File: config.mk
export PLATFORM = sky130hd
export DESIGN_NAME = bitband_bridge
export DESIGN_NICKNAME = d
export VERILOG_FILES = /design/src/rtl/bb_pkg.sv /design/src/rtl/bb_datapath.sv /design/src/rtl/bb_ctrl.sv /design/src/rtl/bitband_bridge.sv
export SDC_FILE = /design/constraint.sdc
export NUM_CORES = 1
export LEC_CHECK = 0
export ABC_AREA = 1
export BUFFER_PORTS_ARGS = -buffer_cell sky130_fd_sc_hd__buf_2
export CORE_MARGIN = 2
export CORE_UTILIZATION = 35
export CTS_CLUSTER_DIAMETER = 50
export DETAILED_ROUTE_END_ITERATION = 8
export PLACE_DENSITY = 0.62
export SETUP_SLACK_MARGIN = 0.15
export SLEW_MARGIN = 20
export SYNTH_ARGS = -nofsm -noshare
export SYNTH_HDL_FRONTEND = slang
export SYNTH_HIERARCHICAL = 1
export SYNTH_SLANG_ARGS = --single-unit
File: constraint.sdc
create_clock -name clk -period 3.1 [get_ports clk]
set_input_delay 0.155 -clock clk [delete_from_list [all_inputs] [get_ports clk]]
set_output_delay 0.155 -clock clk [all_outputs]
set_load 0.03 [all_outputs]
File: src/rtl/bb_pkg.sv
package bb_pkg;

  typedef enum logic [2:0] {
    S_IDLE,
    S_RD_ISSUE,
    S_RD_WAIT,
    S_WR_ISSUE,
    S_WR_WAIT,
    S_RESP
  } bbState_e;

  // strobes from control to datapath
  typedef struct packed {
    logic capReq;   // latch the incoming access
    logic capRead;  // latch backing read data
    logic setErr;   // a backing phase reported an error
  } bbCtl_t;

endpackage

File: src/rtl/bb_datapath.sv
module bb_datapath
  import bb_pkg::*;
#(
  parameter int ADDR_W = 32,
  parameter int DATA_W = 32,
  parameter int WIN_BITS = 25,
  parameter int SIZE_W = 3,
  parameter logic [ADDR_W-1:0] BASE_ADDR = 32'h2000_0000
) (
  input  logic              clk,
  input  logic              rst,
  input  bbCtl_t            ctl,
  input  logic [ADDR_W-1:0] reqAddr,
  input  logic [SIZE_W-1:0] reqSize,
  input  logic              reqWrite,
  input  logic [DATA_W-1:0] reqWdata,
  input  logic [DATA_W-1:0] memRdata,
  input  logic              memErr,
  output logic              sizeOk,
  output logic              opWrite,
  output logic [ADDR_W-1:0] memAddr,
  output logic [SIZE_W-1:0] memSize,
  output logic [DATA_W-1:0] memWdata,
  output logic [DATA_W-1:0] rspRdata,
  output logic              rspErr
);

  localparam int BYTES   = DATA_W / 8;
  localparam int LANE_W  = $clog2(BYTES);
  localparam int BIT_W   = $clog2(DATA_W);
  localparam int WORD_SH = LANE_W;          // alias word stride
  localparam int XL_SH   = WORD_SH + 3;     // alias bytes per backing byte

  // ---------------- size decode ----------------
  logic [LANE_W:0] sizeHit;
  for (genvar g = 0; g <= LANE_W; g++) begin : g_size
    assign sizeHit[g] = (reqSize == SIZE_W'(1 << g));
  end
  assign sizeOk = |sizeHit;

  // ---------------- address translation ----------------
  logic [WIN_BITS-1:0] winOff;
  logic [ADDR_W-1:0]   byteOff;
  logic [ADDR_W-1:0]   rawAddr;
  logic [ADDR_W-1:0]   alignMask;
  logic [ADDR_W-1:0]   bkAddr;

  assign winOff    = reqAddr[WIN_BITS-1:0];
  assign byteOff   = ADDR_W'(winOff) >> XL_SH;
  assign rawAddr   = BASE_ADDR | byteOff;
  assign alignMask = ~(ADDR_W'(reqSize) - ADDR_W'(1));
  assign bkAddr    = rawAddr & alignMask;

  // ---------------- bit index ----------------
  logic [BIT_W-1:0] wordIdx;
  logic [BIT_W-1:0] idxMask;
  logic [BIT_W-1:0] bitIdx;

  assign wordIdx = reqAddr[WORD_SH +: BIT_W];
  assign idxMask = BIT_W'((32'(reqSize) << 3) - 32'd1);
  assign bitIdx  = wordIdx & idxMask;

  logic unusedReq;
  assign unusedReq = ^{reqAddr[ADDR_W-1:WIN_BITS], reqAddr[WORD_SH-1:0],
                       reqWdata[DATA_W-1:1]};

  // ---------------- registers ----------------
  logic [ADDR_W-1:0] addrQ;
  logic [SIZE_W-1:0] sizeQ;
  logic [BIT_W-1:0]  idxQ;
  logic              wbitQ;
  logic              writeQ;
  logic [DATA_W-1:0] wdataQ;
  logic [DATA_W-1:0] rspDataQ;
  logic              errQ;

  // merge of new bit into fetched data
  logic [DATA_W-1:0] merged;
  for (genvar g = 0; g < DATA_W; g++) begin : g_merge
    assign merged[g] = (idxQ == BIT_W'(g)) ? wbitQ : memRdata[g];
  end

  logic selBit;
  assign selBit = memRdata[idxQ];

  always_ff @(posedge clk) begin
    if (rst) begin
      addrQ    <= '0;
      sizeQ    <= '0;
      idxQ     <= '0;
      wbitQ    <= 1'b0;
      writeQ   <= 1'b0;
      wdataQ   <= '0;
      rspDataQ <= '0;
      errQ     <= 1'b0;
    end else begin
      if (ctl.capReq) begin
        addrQ    <= bkAddr;
        sizeQ    <= reqSize;
        idxQ     <= bitIdx;
        wbitQ    <= reqWdata[0];
        writeQ   <= reqWrite;
        rspDataQ <= '0;
        errQ     <= ~sizeOk;
      end
      if (ctl.capRead) begin
        wdataQ   <= merged;
        rspDataQ <= (!writeQ && !memErr) ? DATA_W'(selBit) : '0;
      end
      if (ctl.setErr) begin
        errQ <= 1'b1;
      end
    end
  end

  assign opWrite  = writeQ;
  assign memAddr  = addrQ;
  assign memSize  = sizeQ;
  assign memWdata = wdataQ;
  assign rspRdata = rspDataQ;
  assign rspErr   = errQ;

  // backing address is aligned to the access size when data returns
  p_aligned_r2: assert property (@(posedge clk) disable iff (rst)
    ctl.capRead |-> ((addrQ & (ADDR_W'(sizeQ) - ADDR_W'(1))) == '0));

  // bit index never leaves the significant bytes
  p_idx_in_range_r4: assert property (@(posedge clk) disable iff (rst)
    ctl.capRead |-> (32'(idxQ) < (32'(sizeQ) << 3)));

endmodule

File: src/rtl/bb_ctrl.sv
module bb_ctrl
  import bb_pkg::*;
(
  input  logic   clk,
  input  logic   rst,
  input  logic   reqValid,
  input  logic   sizeOk,
  input  logic   opWrite,
  input  logic   memGnt,
  input  logic   memRspValid,
  input  logic   memErr,
  output logic   reqReady,
  output logic   rspValid,
  output logic   memReq,
  output logic   memWrite,
  output bbCtl_t ctl
);

  bbState_e state, stateNext;

  always_comb begin
    stateNext = state;
    unique case (state)
      S_IDLE:     if (reqValid) stateNext = sizeOk ? S_RD_ISSUE : S_RESP;
      S_RD_ISSUE: if (memGnt) stateNext = S_RD_WAIT;
      S_RD_WAIT:  if (memRspValid) stateNext = (memErr || !opWrite) ? S_RESP : S_WR_ISSUE;
      S_WR_ISSUE: if (memGnt) stateNext = S_WR_WAIT;
      S_WR_WAIT:  if (memRspValid) stateNext = S_RESP;
      S_RESP:     stateNext = S_IDLE;
      default:    stateNext = S_IDLE;
    endcase
  end

  always_ff @(posedge clk) begin
    if (rst) state <= S_IDLE;
    else     state <= stateNext;
  end

  assign reqReady = (state == S_IDLE);
  assign rspValid = (state == S_RESP);
  assign memReq   = (state == S_RD_ISSUE) || (state == S_WR_ISSUE);
  assign memWrite = (state == S_WR_ISSUE);

  always_comb begin
    ctl.capReq  = (state == S_IDLE) && reqValid;
    ctl.capRead = (state == S_RD_WAIT) && memRspValid;
    ctl.setErr  = ((state == S_RD_WAIT) || (state == S_WR_WAIT)) && memRspValid && memErr;
  end

  // idle is exclusive with any pending backing request or response
  p_ready_idle_r9: assert property (@(posedge clk) disable iff (rst)
    reqReady |-> (!memReq && !rspValid));

  // a waiting backing request keeps its direction until granted
  p_req_held_r9: assert property (@(posedge clk) disable iff (rst)
    (memReq && !memGnt) |=> (memReq && $stable(memWrite)));

  // response is a single pulse followed by idle
  p_rsp_pulse_r9: assert property (@(posedge clk) disable iff (rst)
    rspValid |=> (!rspValid && reqReady));

  // write-back only follows an error-free read response
  p_wb_after_ok_read_r7: assert property (@(posedge clk) disable iff (rst)
    $rose(memWrite) |-> $past(memRspValid && !memErr));

endmodule

File: src/rtl/bitband_bridge.sv
module bitband_bridge
  import bb_pkg::*;
#(
  parameter int ADDR_W = 32,
  parameter int DATA_W = 32,
  parameter int WIN_BITS = 25,
  parameter int SIZE_W = 3,
  parameter logic [ADDR_W-1:0] BASE_ADDR = 32'h2000_0000
) (
  input  logic              clk,
  input  logic              rst,
  input  logic              reqValid,
  output logic              reqReady,
  input  logic [ADDR_W-1:0] reqAddr,
  input  logic              reqWrite,
  input  logic [SIZE_W-1:0] reqSize,
  input  logic [DATA_W-1:0] reqWdata,
  output logic              rspValid,
  output logic [DATA_W-1:0] rspRdata,
  output logic              rspErr,
  output logic              memReq,
  input  logic              memGnt,
  output logic              memWrite,
  output logic [ADDR_W-1:0] memAddr,
  output logic [SIZE_W-1:0] memSize,
  output logic [DATA_W-1:0] memWdata,
  input  logic              memRspValid,
  input  logic [DATA_W-1:0] memRdata,
  input  logic              memErr
);

  bbCtl_t ctl;
  logic   sizeOk;
  logic   opWrite;

  bb_ctrl u_ctrl (
    .clk         (clk),
    .rst         (rst),
    .reqValid    (reqValid),
    .sizeOk      (sizeOk),
    .opWrite     (opWrite),
    .memGnt      (memGnt),
    .memRspValid (memRspValid),
    .memErr      (memErr),
    .reqReady    (reqReady),
    .rspValid    (rspValid),
    .memReq      (memReq),
    .memWrite    (memWrite),
    .ctl         (ctl)
  );

  bb_datapath #(
    .ADDR_W    (ADDR_W),
    .DATA_W    (DATA_W),
    .WIN_BITS  (WIN_BITS),
    .SIZE_W    (SIZE_W),
    .BASE_ADDR (BASE_ADDR)
  ) u_dp (
    .clk      (clk),
    .rst      (rst),
    .ctl      (ctl),
    .reqAddr  (reqAddr),
    .reqSize  (reqSize),
    .reqWrite (reqWrite),
    .reqWdata (reqWdata),
    .memRdata (memRdata),
    .memErr   (memErr),
    .sizeOk   (sizeOk),
    .opWrite  (opWrite),
    .memAddr  (memAddr),
    .memSize  (memSize),
    .memWdata (memWdata),
    .rspRdata (rspRdata),
    .rspErr   (rspErr)
  );

  // only bit 0 of a response can be non-zero
  p_rsp_upper_zero_r5: assert property (@(posedge clk) disable iff (rst)
    rspValid |-> (rspRdata[DATA_W-1:1] == '0));

  // backing address holds while the request waits
  p_addr_stable_r2: assert property (@(posedge clk) disable iff (rst)
    (memReq && !memGnt) |=> $stable(memAddr));

  // write-back differs from fetched data in at most one bit
  p_one_bit_change_r6: assert property (@(posedge clk) disable iff (rst)
    $rose(memReq && memWrite) |-> ($countones(memWdata ^ $past(memRdata)) <= 1));

endmodule

==> reports/metrics.cfg, run 1 <==
[worst_setup_path]
critPathRequiredTime_ps = 3290
cp_data_arrival_time_ps = 2250
cpMaxStageDelayCell = dfxtp_1
crit_path_end_kind = register
critical_path.startpoint_type = register
critPathKind = reg2reg
path_cells = inv_1 > nor3_1 > nand2_1 > o211ai_1 > a21oi_1
critical_path_buf_inv_count = 1
cp_max_fo = 20
slowest_delay_ps = 690
critPathTopFamily = flip-flops

[clock_network]
post_cts.resized_instances = 0
clockRootBuffer = clkbuf_8
clk_pin_slew_worst_paths_ps = 70
cts_inserted_buffers = 9
clockBufferDepth = 2
post_cts.repair.setup_buffers = 0
h_tree_depth_reported_by_cts = 3
clock_sinks = 68
clock_latency_ps = 340
count_of_hold_fix_buffers_inserted_at_cts = 0
cts_tree = yes

[yosys]
postSynth.asyncResetShare_pct = 0
yosysTopAreaCellShare_pct = 35.8
yosys-top-cells-area = dfxtp_1 36%, nand2_1 14%, a21oi_1 12%
ys_dominant_reg_cell = dfxtp_1
post_synth_inst_count = 560
number_of_enable_type_register_cells_in_the_synthesized_netlist = 0
postSynthRegisterBits = 68
yosys-top-cells-count = 146 x nand2_1, 88 x a21oi_1, 68 x dfxtp_1, 42 x buf_4, 39 x nor2_1
leading_area_contributor_after_synthesis = dfxtp_1
yosysMostFrequentCell = nand2_1
ys_warn_count = 6
yosysSeqAreaShare_pct = 35.8
synth.lib_cells_used.distinct = 32
post_synth_design_cell_area_um2 = 3800
syn-mean-instance-area_um2 = 6.79

[timing]
actual_transition_at_the_worst_max_transition_pin_ps = 913
clock.fmax_mhz = 487
final-setup-viol-count = 0
layout_setup_ws_ps = 1050
layout_min_cycle_time_ps = 2050
timing.clock.skew_ps = 6.37
timing.max_slew.rel_slack_pct = 39.1
hold_violations = 0
report.final.slew_viol_count = 0
unrepaired_setup_endpoints_after_global_routing = false
final_min_period_over_clock_period_pct = 66.3
setup_tns_ps = 0

[routing]
detailedRoute.firstIterationViolations = 144
detailedRoute.firstPassIterationCount = 4
drtAntennaViolNets = 0
wl_um = 10900
routed_wire_length_per_instance_um = 13.3
drt-vias-per-instance = 4.67
drt_drc_violations_left = 0
route.vias.total = 3816

[place]
place_congestion = 0.881
post-place-ws_ps = 1080
buffers_on_ports = 127
cell_area_placed_um2 = 4350
place.detailed.hpwl_um = 8070

[outcome]
result_of_the_run = completed

[layout]
antenna-diode-count = 0
final_net_count = 783
register_area_um2 = 1360
synthToLayoutAreaGrowth_pct = 20.6
final.fill_count = 1160
layout.cell_area.non_filler_um2 = 4590
post_route_cells_drive_above_1_share_pct = 24.9
multiInputGateArea_um2 = 2010

[hold_path]
min_path_type = in2reg

[global_route]
grt_first_pass_wirelength_um = 17300
grtUsageTotal_pct = 18.8
first_global_vias = 3561
total_grt_overflow = 0
grt_start_max_net_pins = 58
grt_antenna_before_repair = 1

[power_and_ir_drop]
worst_ir_drop_vdd_mv = 0.352
p_leak_nw = 2.21
report.power.total_mw = 3.59
power_density_nw_per_um2 = 784

[die]
die_y_um = 108
die-area_um2 = 11700
floorplan.rows = 38
floorplan.io_pins = 210
core-area_um2 = 10700
floorplan.initialDensity_pct = 35.6
floorplan.die.width_um = 108

[job]
maxCapViolCount = 0

per-stage QoR:
| stage | utilization [%] | hold WS, ps | instances |
|---|---|---|---|
| 5_1_grt | 42.9 | 43.1 | 818 |
| 6_report | 42.9 | 42.8 | 818 |
| 2_1_floorplan | - | 224 | 601 |
| 3_3_place_gp | 40.7 | 383 | 802 |
| 4_1_cts | 42.9 | 23.8 | 818 |
| 3_5_place_dp | 40.7 | 388 | 802 |
flip-flops by register name, summed over array words and instances, names as in the netlist:
name           count
u_dp/wbitQ         1
u_dp/memSize       3
u_dp/memWdata     32
u_dp/rspErr        1
u_ctrl/state       3
u_dp/idxQ          5
u_dp/opWrite       1
u_dp/memAddr      21
u_dp/rspRdata      1
path summary, 6_finish.rpt:
kind,startpoint,to,slack (ps),cells past startpoint
worst min register to register,u_dp/memAddr[16]$_SDFFE_PP0P_,u_dp/memAddr[16]$_SDFFE_PP0P_,460,2
worst max register to register,u_dp/idxQ[4]$_SDFFE_PP0P_,u_dp/memWdata[29]$_SDFFE_PP0P_,1050,5
worst min-delay path,reqWrite,u_dp/opWrite$_SDFFE_PP0P_,40,3
worst max-delay path,u_dp/idxQ[4]$_SDFFE_PP0P_,u_dp/memWdata[29]$_SDFFE_PP0P_,1050,5
tightest hold or removal path, cell delays in order:
cell	delay [ps]
buf_2	70
nor2_1	40
nor2_1	80
cell type report:
| class | count | share of cell area [%] |
|---|---|---|
| clock buffer | 11 | 3.30 |
| multi-input combinational | 429 | 43.8 |
| sequential | 68 | 29.7 |
| timing repair buffer | 133 | 14.8 |
| tap | 140 | 3.82 |
| inverter | 32 | 2.73 |
| clock inverter | 5 | 1.80 |
layout by cell type (no fill, tap or decap), types with 6 or more instances in the layout:
cell      netlist  routed
nor2_1         39      39
a21oi_1        88      88
dfxtp_1        68      68
buf_4          42       6
nand3_1        10      10
o21ai_0        31      31
nand2b_1       17      17
buf_2           7     127
conb_1          1      42
clkbuf_8        0      11
o211ai_1       14      14
inv_1          25      25
nand2_1       146     146
nor3_1         18      17
per-layer routing:
layer  share of wire [%]  track usage [%]
met5                   0                0
met4                0.29             3.57
met3                 8.2             6.15
met2                  47             31.3
met1                  45             23.9
power by group:
part | leakage (nW) | total (mW) | switching (mW) | internal [mW]
clock | 0.120 | 0.847 | 0.347 | 0.500
sequential | 0.554 | 1.19 | 0.158 | 1.03
combinational | 1.53 | 1.56 | 1.10 | 0.455
cells by family after synthesis:
| group | Yosys count | synth area share (%) |
|---|---|---|
| AND/OR/NAND/NOR | 243 | 27.3 |
| AO/OA/AOI/OAI | 139 | 19.7 |
| buffers and inverters | 104 | 15.6 |
| flip-flops | 68 | 35.8 |
| adder cells (fa/ha/maj) | 4 | 1.32 |
| XOR/XNOR | 1 | 0.230 |
| other | 1 | 0.0986 |
Power figures use the tool's default switching activity.
==> inputs of run 2 (changes only) <==
Clock period 3.1 ns to 1.94 ns, I/O delays scaled along.
==> reports/metrics.cfg, run 2 (synthesized netlist as in run 1, its figures left out) <==
[timing]
unrepaired_setup_endpoints_after_global_routing = false
final_min_period_over_clock_period_pct = 84.8
timing.max_slew.rel_slack_pct = 36.8
report.final.slew_viol_count = 0
hold_violations = 0
clock.fmax_mhz = 608
timing.clock.skew_ps = 9.28
actual_transition_at_the_worst_max_transition_pin_ps = 942
final-setup-viol-count = 0
layout_min_cycle_time_ps = 1650
layout_setup_ws_ps = 294
setup_tns_ps = 0

[hold_path]
min_path_type = in2reg

[worst_setup_path]
critical_path_buf_inv_count = 1
critPathTopFamily = simple AND/OR/NAND/NOR gates
cp_data_arrival_time_ps = 1860
critPathKind = reg2reg
slowest_delay_ps = 500
cpMaxStageDelayCell = dfxtp_1
cp_max_fo = 8
path_cells = buf_4 > nand2_4 > nor3_1 > nand2_1 > o211ai_1 > a21oi_1
critical_path.startpoint_type = register
crit_path_end_kind = register
critPathRequiredTime_ps = 2160

[clock_network]
h_tree_depth_reported_by_cts = 3
cts_inserted_buffers = 9
clockBufferDepth = 2
clock_sinks = 68
clock_latency_ps = 350
cts_tree = yes
clk_pin_slew_worst_paths_ps = 80
clockRootBuffer = clkbuf_8

[routing]
drtAntennaViolNets = 0
detailedRoute.firstPassIterationCount = 5
drt-vias-per-instance = 4.69
detailedRoute.firstIterationViolations = 192
route.vias.total = 3964
wl_um = 11000
routed_wire_length_per_instance_um = 13.1
drt_drc_violations_left = 0

[power_and_ir_drop]
report.power.total_mw = 5.93
worst_ir_drop_vdd_mv = 0.756
power_density_nw_per_um2 = 1220
p_leak_nw = 2.33

[layout]
final_net_count = 810
layout.cell_area.non_filler_um2 = 4850
synthToLayoutAreaGrowth_pct = 27.4
antenna-diode-count = 0
post_route_cells_drive_above_1_share_pct = 25.5
largest_register_ffs = 32
final.fill_count = 1107
layout_commonest_cell = nand2_1
most-common-layout-cells = 146 x nand2_1, 127 x buf_2, 88 x a21oi_1

[die]
floorplan.die.width_um = 108
die_y_um = 108
floorplan.initialDensity_pct = 35.6
core-area_um2 = 10700
floorplan.io_pins = 210
floorplan.rows = 38
die-area_um2 = 11700

[global_route]
grtUsageTotal_pct = 18.8
grt_antenna_before_repair = 0
first_global_vias = 3628
grt_first_pass_wirelength_um = 17500
total_grt_overflow = 0
grt_start_max_net_pins = 37

[place]
cell_area_placed_um2 = 4420
place_congestion = 0.901
place.detailed.hpwl_um = 8260
post-place-ws_ps = 279
buffers_on_ports = 127

[job]
maxCapViolCount = 0

[outcome]
result_of_the_run = completed

run 2: changes by cell type in the layout (fill, tap and decap cells not counted):
| cell | previous run | this run |
|---|---|---|
| inv_2 | 4 | 3 |
| buf_4 | 6 | 15 |
| inv_4 | 2 | 3 |
| o311ai_1 | 1 | 2 |
| o311ai_0 | 1 | 0 |
| dlygate4sd3_1 | 0 | 17 |
| buf_12 | 0 | 1 |
| dfxtp_1 | 68 | 67 |
| dfxtp_2 | 0 | 1 |
run 2: routing by layer:
| metal | wire, µm | vias up | GRT usage, % |
|---|---|---|---|
| li1 | - | 2028 | - |
| met1 | 4980 | 1755 | 24.2 |
| met2 | 5040 | 166 | 30.6 |
| met3 | 870 | 15 | 5.42 |
| met4 | 165 | 0 | 5.86 |
| met5 | 0 | - | 0 |
run 2: what timing repair did:
action | 4_1_cts | 5_1_grt
hold buffers | 17 | 0
setup endpoints to repair | 0 | 16
endpoints found under the hold margin | 17 | 0
buffers inserted | 0 | 3
resized for setup | 0 | 4
run 2: where the power goes:
| group | internal, mW | switching (mW) |
|---|---|---|
| clock | 0.799 | 0.581 |
| sequential | 1.65 | 0.187 |
| combinational | 0.856 | 1.86 |
run 2: layout make-up:
| class | count | area, µm² | share of cell area (%) |
|---|---|---|---|
| sequential | 68 | 1360 | 28.1 |
| timing repair buffer | 160 | 938 | 19.4 |
| inverter | 32 | 128 | 2.63 |
| clock inverter | 5 | 82.6 | 1.70 |
| clock buffer | 11 | 151 | 3.12 |
| tap | 140 | 175 | 3.61 |
| multi-input combinational | 429 | 2010 | 41.5 |
run 2: per-stage QoR:
stage	hold WS [ps]	util [%]	cells
CTS	0.367	45.1	842
floorplan	166	-	601
global placement	326	41.3	809
detailed placement	331	41.3	809
global route	16.8	45.3	845
finish	13.6	45.3	845
run 2: worst paths after layout:
kind | startpoint | to | slack, ps | cells after the start
hold reg to reg | u_dp/memWdata[11]$_SDFFE_PP0P_ | u_dp/memWdata[11]$_SDFFE_PP0P_ | 460 | 2
hold / removal | reqAddr[23] | u_dp/memAddr[18]$_SDFFE_PP0P_ | 10 | 3
setup reg to reg | u_dp/idxQ[1]$_SDFFE_PP0P_ | u_dp/memWdata[27]$_SDFFE_PP0P_ | 290 | 6
setup / recovery | u_dp/idxQ[1]$_SDFFE_PP0P_ | u_dp/memWdata[27]$_SDFFE_PP0P_ | 290 | 6
run 2: tightest hold or removal path: stages:
cell	delay, ps
buf_2	100
nand2b_1	70
a21oi_1	50
==> inputs of run 3 (changes only) <==
Clock period 1.94 ns to 1.6 ns, I/O delays scaled along.
==> reports/metrics.cfg, run 3 (synthesized netlist as in run 1, its figures left out) <==
[outcome]
result_of_the_run = completed

[power_and_ir_drop]
power_density_nw_per_um2 = 1440
worst_ir_drop_vdd_mv = 0.863
p_leak_nw = 2.48
report.power.total_mw = 7.51

[worst_setup_path]
worstSetupStartpoint = u_ctrl/state[1]$_SDFFE_PP0P_
cp_data_arrival_time_ps = 1710
critical_path.startpoint_type = register
cp_max_fo = 9
crit_path_end_kind = register
critPathKind = reg2reg
critPathRequiredTime_ps = 1870
r2r_start = u_ctrl/state[1]$_SDFFE_PP0P_

[place]
placedCellCount = 819
place.detailed.hpwl_um = 8490
buffers_on_ports = 127
cell_area_placed_um2 = 4500
place_congestion = 0.947
post-place-ws_ps = 33.5

[routing]
drtAntennaViolNets = 0
wl_um = 12500
routed_wire_length_per_instance_um = 14.5
drt-vias-per-instance = 4.79
drt_drc_violations_left = 0
detailedRoute.firstPassIterationCount = 6
detailedRoute.firstIterationViolations = 190
route.vias.total = 4141

[timing]
clock.fmax_mhz = 698
setup_tns_ps = 0
layout_min_cycle_time_ps = 1430
timing.clock.skew_ps = 8.89
final-setup-viol-count = 0
unrepaired_setup_endpoints_after_global_routing = true
hold_slack_ps = 7.98
final_min_period_over_clock_period_pct = 89.6
layout_setup_ws_ps = 167
report.final.slew_viol_count = 0
hold_violations = 0

[clock_network]
clockRootBuffer = clkbuf_8
cts_tree = yes
cts_inserted_buffers = 9
h_tree_depth_reported_by_cts = 3
clockBufferDepth = 2
clock_latency_ps = 350
clock_sinks = 68
clk_pin_slew_worst_paths_ps = 70

[global_route]
total_grt_overflow = 0
first_global_vias = 3646
grt_first_pass_wirelength_um = 17900
grt_start_max_net_pins = 37
grt_antenna_before_repair = 0
grtUsageTotal_pct = 19.5

[layout]
most-common-layout-cells = 141 x nand2_1, 126 x buf_2, 80 x a21oi_1
antenna-diode-count = 0
finish.utilization_pct = 48.9
layout_commonest_cell = nand2_1
final_net_count = 830
layout.cell_area.non_filler_um2 = 5240
final_non_filler_cells = 865
post_route_cells_drive_above_1_share_pct = 33.2
synthToLayoutAreaGrowth_pct = 37.7
largest_register_ffs = 32

[die]
floorplan.die.width_um = 108
floorplan.rows = 38
core-area_um2 = 10700
floorplan.io_pins = 210
die_y_um = 108
floorplan.initialDensity_pct = 35.6
die-area_um2 = 11700

[hold_path]
hold_path.startpoint = reqAddr[2]
min_path_type = in2reg

[job]
maxCapViolCount = 0

-- run 3: changes by cell type in the layout (fill, tap and decap cells not counted), moves of 8 or more --
cell and delta:
buf_4 +10, o21ai_0 -10, a21oi_1 -8, a21oi_2 +8, nand2b_1 -8, nand2b_4 +8, o21ai_1 +8
-- run 3: layer usage --
layer | vias up | GRT usage (%) | routed length [µm]
met5 | - | 0 | 0
met4 | 0 | 5.68 | 157
met1 | 1871 | 24.7 | 5270
met2 | 181 | 31.8 | 6120
li1 | 2074 | - | -
met3 | 15 | 6.33 | 973
-- run 3: worst paths after layout --
kind                                         end  cells past startpoint  slack, ps
setup reg to reg    u_dp/memAddr[3]$_SDFFE_PP0P_                      7        170
hold / removal         u_dp/idxQ[0]$_SDFFE_PP0P_                      3          8
hold reg to reg   u_dp/memWdata[11]$_SDFFE_PP0P_                      2        460
setup / recovery    u_dp/memAddr[3]$_SDFFE_PP0P_                      7        170
-- run 3: final cells by class --
type	count	area [µm²]
Clock buffer	11	141
Clock inverter	5	27.5
Fill cell	1113	5460
Inverter	32	141
Multi-Input combinational cell	431	2270
Sequential cell	68	1380
Tap cell	140	175
Timing Repair Buffer	176	1090
Timing Repair inverter	2	12.5
-- run 3: critical path, cell delays in order, from the launching register on --
cell,delay [ps]
dfxtp_4,370
inv_2,70
nand2_4,70
nor3_4,240
buf_6,170
o31ai_4,110
nand2b_1,200
a21oi_1,130
-- run 3: power by group --
group          switching (mW)  internal (mW)  leakage [nW]
registers               0.250           2.02         0.557
clock network           0.671          0.595        0.0889
logic                    2.57           1.41          1.83
-- run 3: timing repair --
item / in CTS / in global routing
endpoints found under the setup margin: 36 / 61
hold endpoints to repair: 19 / 0
resized for setup: 8 / 73
pin swaps: 0 / 7
cloned: 0 / 4
buffers inserted: 0 / 7
hold buffers: 19 / 0
